**config.mk**
```make
export PLATFORM = sky130hd
export DESIGN_NAME = fdct8_fast
export DESIGN_NICKNAME = d
export VERILOG_FILES = /design/src/rtl/fdct_pkg.sv /design/src/rtl/fdct_butterfly.sv /design/src/rtl/fdct_even.sv /design/src/rtl/fdct_odd.sv /design/src/rtl/fdct8_fast.sv
export SDC_FILE = /design/constraint.sdc
export NUM_CORES = 1
export LEC_CHECK = 0
export ABC_AREA = 0
export BUFFER_PORTS_ARGS = -buffer_cell sky130_fd_sc_hd__buf_2
export CAP_MARGIN = 20
export CORE_MARGIN = 1
export CORE_UTILIZATION = 24
export DETAILED_ROUTE_END_ITERATION = 7
export GPL_TIMING_DRIVEN = 0
export PLACE_DENSITY = 0.47
export SKIP_LAST_GASP = 1
export SYNTH_ARGS = -nofsm -noshare
export SYNTH_HDL_FRONTEND = slang
export SYNTH_HIERARCHICAL = 1
export SYNTH_SLANG_ARGS = --single-unit
```
**constraint.sdc**
```tcl
create_clock -name clk -period 0.93 [get_ports clk]
set_input_delay 0.186 -clock clk [delete_from_list [all_inputs] [get_ports clk]]
set_output_delay 0.186 -clock clk [all_outputs]
set_load 0.01 [all_outputs]
```
**src/rtl/fdct_pkg.sv**
```systemverilog
package fdct_pkg;
  localparam int W      = 16;
  localparam int LANES  = 8;
  localparam int HALF   = LANES / 2;
  localparam int PRE    = 2;
  localparam int FRAC   = 8;
  localparam int KSHIFT = W - PRE - FRAC - 1;
  localparam int HI_LSB = W - 1;

  typedef logic signed [W-1:0] smp_t;
  typedef logic [HALF-1:0][W-1:0] half_t;
  typedef logic [LANES-1:0][W-1:0] vec_t;

  localparam smp_t K382  = smp_t'(98  << KSHIFT);
  localparam smp_t K541  = smp_t'(139 << KSHIFT);
  localparam smp_t K707  = smp_t'(181 << KSHIFT);
  localparam smp_t K1306 = smp_t'(334 << KSHIFT);

  localparam logic signed [W+1:0] SAT_HI = 18'sd32767;
  localparam logic signed [W+1:0] SAT_LO = -18'sd32768;

  function automatic smp_t wadd(input smp_t a, input smp_t b);
    return smp_t'(a + b);
  endfunction

  function automatic smp_t wsub(input smp_t a, input smp_t b);
    return smp_t'(a - b);
  endfunction

  function automatic smp_t prescale(input smp_t a);
    return smp_t'(a <<< PRE);
  endfunction

  function automatic smp_t mulhi_sat(input smp_t a, input smp_t k, input smp_t addend);
    logic signed [2*W-1:0] prod;
    logic signed [W+1:0]   hi;
    logic signed [W+1:0]   sum;
    prod = a * k;
    hi   = {prod[2*W-1], prod[2*W-1:HI_LSB]};
    sum  = hi + {{2{addend[W-1]}}, addend};
    if (sum > SAT_HI)      return smp_t'(SAT_HI);
    else if (sum < SAT_LO) return smp_t'(SAT_LO);
    else                   return smp_t'(sum);
  endfunction
endpackage

```
**src/rtl/fdct_butterfly.sv**
```systemverilog
module fdct_butterfly
  import fdct_pkg::*;
(
  input  vec_t  x,
  output half_t sums,
  output half_t difs
);
  for (genvar k = 0; k < HALF; k++) begin : g_bf
    assign sums[k] = wadd(smp_t'(x[k]), smp_t'(x[LANES-1-k]));
    assign difs[k] = wsub(smp_t'(x[k]), smp_t'(x[LANES-1-k]));
  end
endmodule

```
**src/rtl/fdct_even.sv**
```systemverilog
module fdct_even
  import fdct_pkg::*;
(
  input  half_t sums,
  output smp_t  c0,
  output smp_t  c2,
  output smp_t  c4,
  output smp_t  c6
);
  smp_t ea, eb, ed, ee, m0;

  always_comb begin
    ea = wadd(smp_t'(sums[0]), smp_t'(sums[3]));
    ed = wsub(smp_t'(sums[0]), smp_t'(sums[3]));
    eb = wadd(smp_t'(sums[1]), smp_t'(sums[2]));
    ee = wsub(smp_t'(sums[1]), smp_t'(sums[2]));
    m0 = mulhi_sat(prescale(wadd(ee, ed)), K707, '0);
    c0 = wadd(ea, eb);
    c4 = wsub(ea, eb);
    c2 = wadd(ed, m0);
    c6 = wsub(ed, m0);
  end
endmodule

```
**src/rtl/fdct_odd.sv**
```systemverilog
module fdct_odd
  import fdct_pkg::*;
(
  input  half_t difs,
  output smp_t  c1,
  output smp_t  c3,
  output smp_t  c5,
  output smp_t  c7
);
  smp_t p, q, mid, r, g, h, n, u, w;

  always_comb begin
    p   = prescale(wadd(smp_t'(difs[3]), smp_t'(difs[2])));
    mid = prescale(wadd(smp_t'(difs[2]), smp_t'(difs[1])));
    q   = prescale(wadd(smp_t'(difs[1]), smp_t'(difs[0])));
    r   = mulhi_sat(wsub(p, q), K382, '0);
    g   = mulhi_sat(p, K541, r);
    h   = mulhi_sat(q, K1306, r);
    n   = mulhi_sat(mid, K707, '0);
    u   = wadd(smp_t'(difs[0]), n);
    w   = wsub(smp_t'(difs[0]), n);
    c1  = wadd(u, h);
    c7  = wsub(u, h);
    c5  = wadd(w, g);
    c3  = wsub(w, g);
  end
endmodule

```
**src/rtl/fdct8_fast.sv**
```systemverilog
module fdct8_fast
  import fdct_pkg::*;
#(
  parameter int LATENCY = 1
) (
  input  logic                 clk,
  input  logic                 rst_n,
  input  logic                 in_valid,
  input  logic [LANES*W-1:0]   in_data,
  output logic                 out_valid,
  output logic [LANES*W-1:0]   out_data
);
  vec_t  x_vec;
  half_t bf_sum;
  half_t bf_dif;
  vec_t  coef;
  smp_t  c0, c1, c2, c3, c4, c5, c6, c7;

  assign x_vec = vec_t'(in_data);

  fdct_butterfly i_bf (
    .x    (x_vec),
    .sums (bf_sum),
    .difs (bf_dif)
  );

  fdct_even i_even (
    .sums (bf_sum),
    .c0   (c0),
    .c2   (c2),
    .c4   (c4),
    .c6   (c6)
  );

  fdct_odd i_odd (
    .difs (bf_dif),
    .c1   (c1),
    .c3   (c3),
    .c5   (c5),
    .c7   (c7)
  );

  assign coef = {c7, c6, c5, c4, c3, c2, c1, c0};

  if (LATENCY == 0) begin : g_comb
    assign out_valid = in_valid;
    assign out_data  = coef;
  end else begin : g_reg
    logic               v_q;
    logic [LANES*W-1:0] d_q;
    always_ff @(posedge clk or negedge rst_n) begin
      if (!rst_n) begin
        v_q <= 1'b0;
        d_q <= '0;
      end else begin
        v_q <= in_valid;
        if (in_valid) d_q <= coef;
      end
    end
    assign out_valid = v_q;
    assign out_data  = d_q;
  end
endmodule

```
==> results of run 1 <==
[metrics by stage]
stage	area [µm²]	hold WS, ns	TNS, ns	setup WS, ns
floorplan	35200	-0.110	-851.83	-9.49
global placement	38700	0.357	-1373.41	-11.66
detailed placement	38800	0.153	-1079.90	-11.68
CTS	42000	-0.382	-973.65	-9.91
global route	45200	-0.355	-986.04	-10.22
finish	45200	-0.379	-939.37	-9.78
[layout by cell type, fill, tap and decap left out, drive strengths merged, types with 109 or more instances in the layout]
master  count
buf       587
dfrtp     129
o21ai     144
ha        715
nor2      259
fa        167
inv       592
mux2      132
a21oi     294
xor2      109
xnor2     331
[layer usage]
metal | vias to the layer above | part of all wire | GRT usage
li1 | 14400 | - | -
met1 | 13800 | 0.48 | 0.213
met2 | 418 | 0.45 | 0.247
met3 | 108 | 0.052 | 0.0338
met4 | 48 | 0.015 | 0.0297
met5 | - | 0.0027 | 0
[area by class of cell]
| cell class | count | area (µm²) |
|---|---|---|
| flip-flops and latches | 129 | 3230 |
| plain buffers | 82 | 707 |
| multi-input cells | 3083 | 32400 |
| fillers | 14300 | 92500 |
| inverters | 588 | 2270 |
| clock inverters | 13 | 173 |
| well taps | 1794 | 2240 |
| repair buffers | 554 | 3730 |
| clock buffers | 19 | 453 |
| diodes | 8 | 20.0 |
[what timing repair did]
action	CTS	global route
pin swaps	145	165
buffers inserted	139	156
gates cloned	0	0
endpoints found under the hold margin	47	46
resized for setup	260	395
setup endpoints to repair	257	257
[sequential cells by signal, summed over array words and instances, names as in the netlist]
signal,flops
out_valid,1
out_data,128
[how the worst min path moves through the flow]
stage               cells past startpoint  startpoint  slack (ns)       endpoint
floorplan                               0       rst_n       -0.11    out_data[0]
global placement                        1    in_valid        0.36      out_valid
detailed placement                      1       rst_n        0.15  out_data[115]
CTS                                     1       rst_n       -0.38  out_data[116]
global route                            1       rst_n       -0.36   out_data[18]
finish                                  1       rst_n       -0.38  out_data[114]
==> key figures, run 1 <==
Critical path
  • Slowest-stage cell, CP: fa_1
  • Critical Path Start Type: primary input
  • CP max stage delay: 0.51 ns
  • Arr. time, crit path: 11.08 ns
  • Delay-heaviest family, CP: compound AO/OA/AOI/OAI gates
  • WP data required: 1.30 ns
  • Worst path most repeated cell: ha_4
  • CP Buf/Inv Count: 7
  • CP Capture Type: flop
  • Reg-to-Reg End: out_data[61]
  • Worst Setup EP: out_data[30]
  • Reg2reg start: out_data[61]
  • FF-to-FF path depth: 1
  • Worst Path Class, Setup: in2reg
  • Worst Setup SP: in_data[17]
  • Reg2Reg Setup Slack: 0.13 ns
  • Crit path max fanout: 6
  • Instance count on the critical path: 53

Timing
  • Endpoints failing hold: 46
  • Period minus WS final: 10.71 ns
  • RSZ-0062 raised after global routing: true
  • Worst slew pin tran: 0.807 ns
  • Hold WS: -0.379 ns
  • Fin crit share: 11.5
  • Final worst slack: -9.78 ns
  • F_max: 93.4 MHz
  • Final setup fails: 257
  • Clk_skew: 0 ns
  • Slew margin rel.: 0.458
  • Fin. max-slew vios: 0

Synthesis
  • Syn Std Cell Area: 33300 µm²
  • Syn Nets: 4910
  • YS warnings: 6
  • Cell count after synthesis: 3897
  • Syn avg cell area: 8.55 µm²

Floorplan
  • Die Width: 375 µm
  • FP Rows: 136
  • Initial Util: 0.242
  • I/O Pins: 260
  • Die Y: 375 µm
  • Core Box Area: 138000 µm²
  • Die ar.: 140000 µm²

Drt
  • WL/cell: 17.9 µm
  • Antenna-violating nets left: 0
  • Via density: 4.59
  • Initial DRC count: 1158
  • Via count: 28.8k
  • Remaining DRCs: 0
  • TritonRoute pass-1 iters: 5
  • Wirelength, routed: 112000 µm

CTS
  • Number of H-tree levels: 4
  • Clk_lat worst skew: 0.48 ns
  • CTS buffer count: 17
  • CTS tree: built
  • Max Buffers Root-to-Sink: 2
  • Clock sink count: 129
  • CTS Hold Buffers Added: 1
  • Worst-path clk slew: 0.06 ns
  • CTS root buffer: clkbuf_16

Place
  • Post-DP HPWL: 96100 µm
  • Placed cell count: 5951
  • Gpl congestion: 0.872
  • Number of port buffers: 259

Final layout
  • Nets: 5468
  • Share of cells above drive strength 1: 0.335
  • Final core utilization: 0.328
  • Final non-filler cell total: 6270
  • Area grow syn2layout: 35.6%

Outcome
  • Violated checks: hold timing, setup timing
  • Outcome: complete, but fails checks

GRT
  • Initial antenna violation count: 39
  • Number of global-route vias before repair: 28.1k
  • Pin count of the biggest net entering global routing: 84
  • Grt ovf: 0
  • Global Route Usage Sum: 0.155
  • First-pass GRT wire length: 166000 µm

Worst hold path
  • Hold Path Class: in2async

Flow run
  • Max_cap viols: 0
Power of run 1 is not shown: default switching activity piles up to over one toggle a cycle in this logic, so the estimate is an artifact.
==> run 2: changes to the inputs <==
--- a/config.mk
+++ b/config.mk
@@ -9,10 +9,10 @@
 export BUFFER_PORTS_ARGS = -buffer_cell sky130_fd_sc_hd__buf_2
 export CAP_MARGIN = 20
 export CORE_MARGIN = 1
-export CORE_UTILIZATION = 24
+export CORE_UTILIZATION = 64
 export DETAILED_ROUTE_END_ITERATION = 7
 export GPL_TIMING_DRIVEN = 0
-export PLACE_DENSITY = 0.47
+export PLACE_DENSITY = 0.92
 export SKIP_LAST_GASP = 1
 export SYNTH_ARGS = -nofsm -noshare
 export SYNTH_HDL_FRONTEND = slang
==> run 2 against run 1 <==
  * The run now fails in global routing
  * Synthesized cell count unchanged
  * Area after synthesis unchanged
==> key figures, run 2 <==
Floorplan
  • Initial Util: 0.648 (was 0.242)
  • Die Y: 230 µm (was 375 µm)
  • I/O Pins: 260 (unchanged)
  • FP Rows: 83 (was 136)
  • Die Width: 230 µm (was 375 µm)

GRT
  • Global Route Usage Sum: 0.948
  • Grt ovf: 1727
  • Pin count of the biggest net entering global routing: 101

Place
  • Post-Place Setup Slack: -11.43 ns (was -11.68 ns)
  • Post-DP HPWL: 81900 µm (was 96100 µm)
  • Gpl congestion: 0.974 (was 0.872)
  • Number of port buffers: 259 (unchanged)

Synthesis
  • Cell count after synthesis: 3897 (unchanged)
  • Syn Nets: 4910 (unchanged)
  • Syn Std Cell Area: 33300 µm² (unchanged)
  • YS warnings: 6 (unchanged)
  • Syn avg cell area: 8.55 µm² (unchanged)

Outcome
  • Outcome: aborted with a tool error (was complete, but fails checks)
  • Last stage: global routing
  • Run Error: [ERROR GRT-0232] Routing congestion too high. Check the congestion heatmap in the GUI.

Timing
  • GR repair worst EP: out_data[30]$_DFFE_PN0P_/D
  • Worst endpoint type: sequential cell input

CTS
  • CTS root buffer: clkbuf_16 (unchanged)
  • Clock sink count: 129 (unchanged)
  • Max Buffers Root-to-Sink: 2 (unchanged)
  • CTS buffer count: 17 (unchanged)
  • Number of H-tree levels: 4 (unchanged)
[run 2: repair_timing]
item,in CTS
cloned,0
setup endpoints to repair,257
endpoints found under the hold margin,30
buffers inserted,263
hold buffers,1
gates resized for setup,390
pin swaps,262
[run 2: routing by layer]
layer	GRT overflow	GRT usage
met5	11	0.685
met4	403	1.00
met3	94	0.856
met2	1094	1.08
met1	125	0.900
[run 2: through the flow]
step                hold slack [ns]  utilization  area (µm²)  instances
CTS                          -0.395        0.818       42000       5110
global placement              0.346        0.727       37400       4836
detailed placement           0.0813        0.727       37400       4837
floorplan                    -0.110            -       35200       3897
==> run 3: changes to the inputs <==
--- a/config.mk
+++ b/config.mk
@@ -9,10 +9,10 @@
 export BUFFER_PORTS_ARGS = -buffer_cell sky130_fd_sc_hd__buf_2
 export CAP_MARGIN = 20
 export CORE_MARGIN = 1
-export CORE_UTILIZATION = 64
+export CORE_UTILIZATION = 40
 export DETAILED_ROUTE_END_ITERATION = 7
 export GPL_TIMING_DRIVEN = 0
-export PLACE_DENSITY = 0.92
+export PLACE_DENSITY_LB_ADDON = 0.15
 export SKIP_LAST_GASP = 1
 export SYNTH_ARGS = -nofsm -noshare
 export SYNTH_HDL_FRONTEND = slang
==> run 3 against run 2 <==
  * The flow now finishes, with violations (hold timing, setup timing)
==> key figures, run 3 (synthesis gave the netlist of run 1 again) <==
Critical path
  • Crit path max fanout: 10
  • WP data required: 1.25 ns
  • Slowest-stage cell, CP: fa_2
  • CP max stage delay: 0.56 ns
  • CP Capture Type: flop
  • Critical Path Start Type: primary input
  • Arr. time, crit path: 11.20 ns
  • Worst Path Class, Setup: in2reg

Floorplan
  • I/O Pins: 260 (unchanged)
  • Initial Util: 0.405 (was 0.648)
  • Die ar.: 84500 µm²
  • Die Y: 291 µm (was 230 µm)
  • Core Box Area: 82200 µm²
  • FP Rows: 105 (was 83)
  • Die Width: 291 µm (was 230 µm)

Final layout
  • Final non-filler cell total: 5521
  • Nets: 5445
  • Most frequent cells in the layout: ha_1, inv_1, buf_2
  • Max reg flops: 128
  • Share of cells above drive strength 1: 0.326
  • Commonest non-fill, non-tap cell in the layout: ha_1
  • Fillcell total: 7549
  • Area grow syn2layout: 32.0%

CTS
  • CTS root buffer: clkbuf_16 (unchanged)
  • Number of H-tree levels: 4 (unchanged)
  • Max Buffers Root-to-Sink: 2 (unchanged)
  • CTS Hold Buffers Added: 1 (unchanged)
  • CTS buffer count: 17 (unchanged)
  • Clk_lat worst skew: 0.44 ns
  • CTS tree: built
  • Worst-path clk slew: 0.07 ns
  • Clock sink count: 129 (unchanged)

Timing
  • Fin crit share: 11.7
  • Endpoints failing hold: 39
  • Clk_skew: 0 ns
  • Final setup fails: 257
  • RSZ-0062 raised after global routing: true
  • Worst slew pin tran: 0.928 ns
  • Period minus WS final: 10.88 ns
  • F_max: 91.9 MHz
  • Final worst slack: -9.95 ns
  • Fin. max-slew vios: 0
  • Hold WS: -0.347 ns
  • Slew margin rel.: 0.379

GRT
  • Initial antenna violation count: 11
  • Pin count of the biggest net entering global routing: 91
  • Grt ovf: 0
  • Global Route Usage Sum: 0.227
  • Number of global-route vias before repair: 27.0k
  • First-pass GRT wire length: 151000 µm

Drt
  • Initial DRC count: 1455
  • Remaining DRCs: 0
  • Antenna-violating nets left: 0
  • Via count: 28.8k
  • WL/cell: 18.3 µm
  • Wirelength, routed: 101000 µm
  • Via density: 5.21
  • TritonRoute pass-1 iters: 5

Flow run
  • Max_cap viols: 0

Worst hold path
  • Hold Path Class: in2async

Outcome
  • Outcome: complete, but fails checks (was aborted with a tool error)
  • Violated checks: hold timing, setup timing

Place
  • Post-DP HPWL: 84300 µm (was 81900 µm)
  • Gpl congestion: 0.904 (was 0.974)
  • Number of port buffers: 259 (unchanged)
  • Placed cell count: 5227 (was 4837)
==> run 3: critical path: cells and delay by family <==
family                     cells  cell delay [ns]
buffers and inverters          9             0.75
and+or+nand+nor                4             0.37
xor gates and xnor gates       5             0.94
AOI/OAI and AO/OA             26             4.82
muxes                          1             0.28
adders and majority gates     13             3.84
==> run 3: timing repair <==
action / in CTS / in global routing
pin swaps: 122 / 269
setup endpoints to repair: 257 / 257
cloned: 0 / 0
hold endpoints to repair: 40 / 39
gates resized for setup: 187 / 450
buffers inserted: 117 / 163
==> run 3: routing by layer <==
metal / vias up / global-route usage / wire, µm
li1: 14400 / - / -
met1: 13800 / 0.324 / 48600
met2: 518 / 0.363 / 45900
met3: 86 / 0.0273 / 4430
met4: 4 / 0.0499 / 1950
met5: - / 0 / 27
==> run 3: final timing paths <==
kind,startpoint,to,slack (ns),cells past startpoint
max reg2reg,out_data[67],out_data[67],0.09,1
max,in_data[0],out_data[30],-9.95,58
min,rst_n,out_data[112],-0.35,1
min in group clk,in_valid,out_data[0],0.28,3
max in group asynchronous,rst_n,out_data[15],0.45,2
min reg2reg,out_data[40],out_data[40],0.50,1
==> run 3: per-stage QoR <==
| step | utilization | instance area [µm²] | hold WS (ns) | setup WS (ns) | setup TNS, ns |
|---|---|---|---|---|---|
| 2_1_floorplan | - | 35200 | -0.110 | -9.49 | -851.83 |
| 3_3_place_gp | 0.460 | 37800 | 0.349 | -11.68 | -1345.17 |
| 3_5_place_dp | 0.461 | 37900 | 0.130 | -11.78 | -1070.75 |
| 4_1_cts | 0.492 | 40500 | -0.354 | -10.00 | -959.56 |
| 5_1_grt | 0.535 | 44000 | -0.334 | -10.27 | -971.24 |
| 6_report | 0.535 | 44000 | -0.347 | -9.95 | -931.06 |
==> run 3: cell type report <==
type | count | area, µm² | area share
diodes | 6 | 15.0 | 0.000341
plain buffers | 80 | 673 | 0.0153
clock buffers | 18 | 439 | 0.00998
clock inverters | 14 | 155 | 0.00353
inverters | 588 | 2270 | 0.0517
multi-input cells | 3083 | 32300 | 0.734
flip-flops and latches | 129 | 3230 | 0.0734
well taps | 1070 | 1340 | 0.0304
repair buffers | 533 | 3580 | 0.0814
Power of run 3 is left out for the same reason.
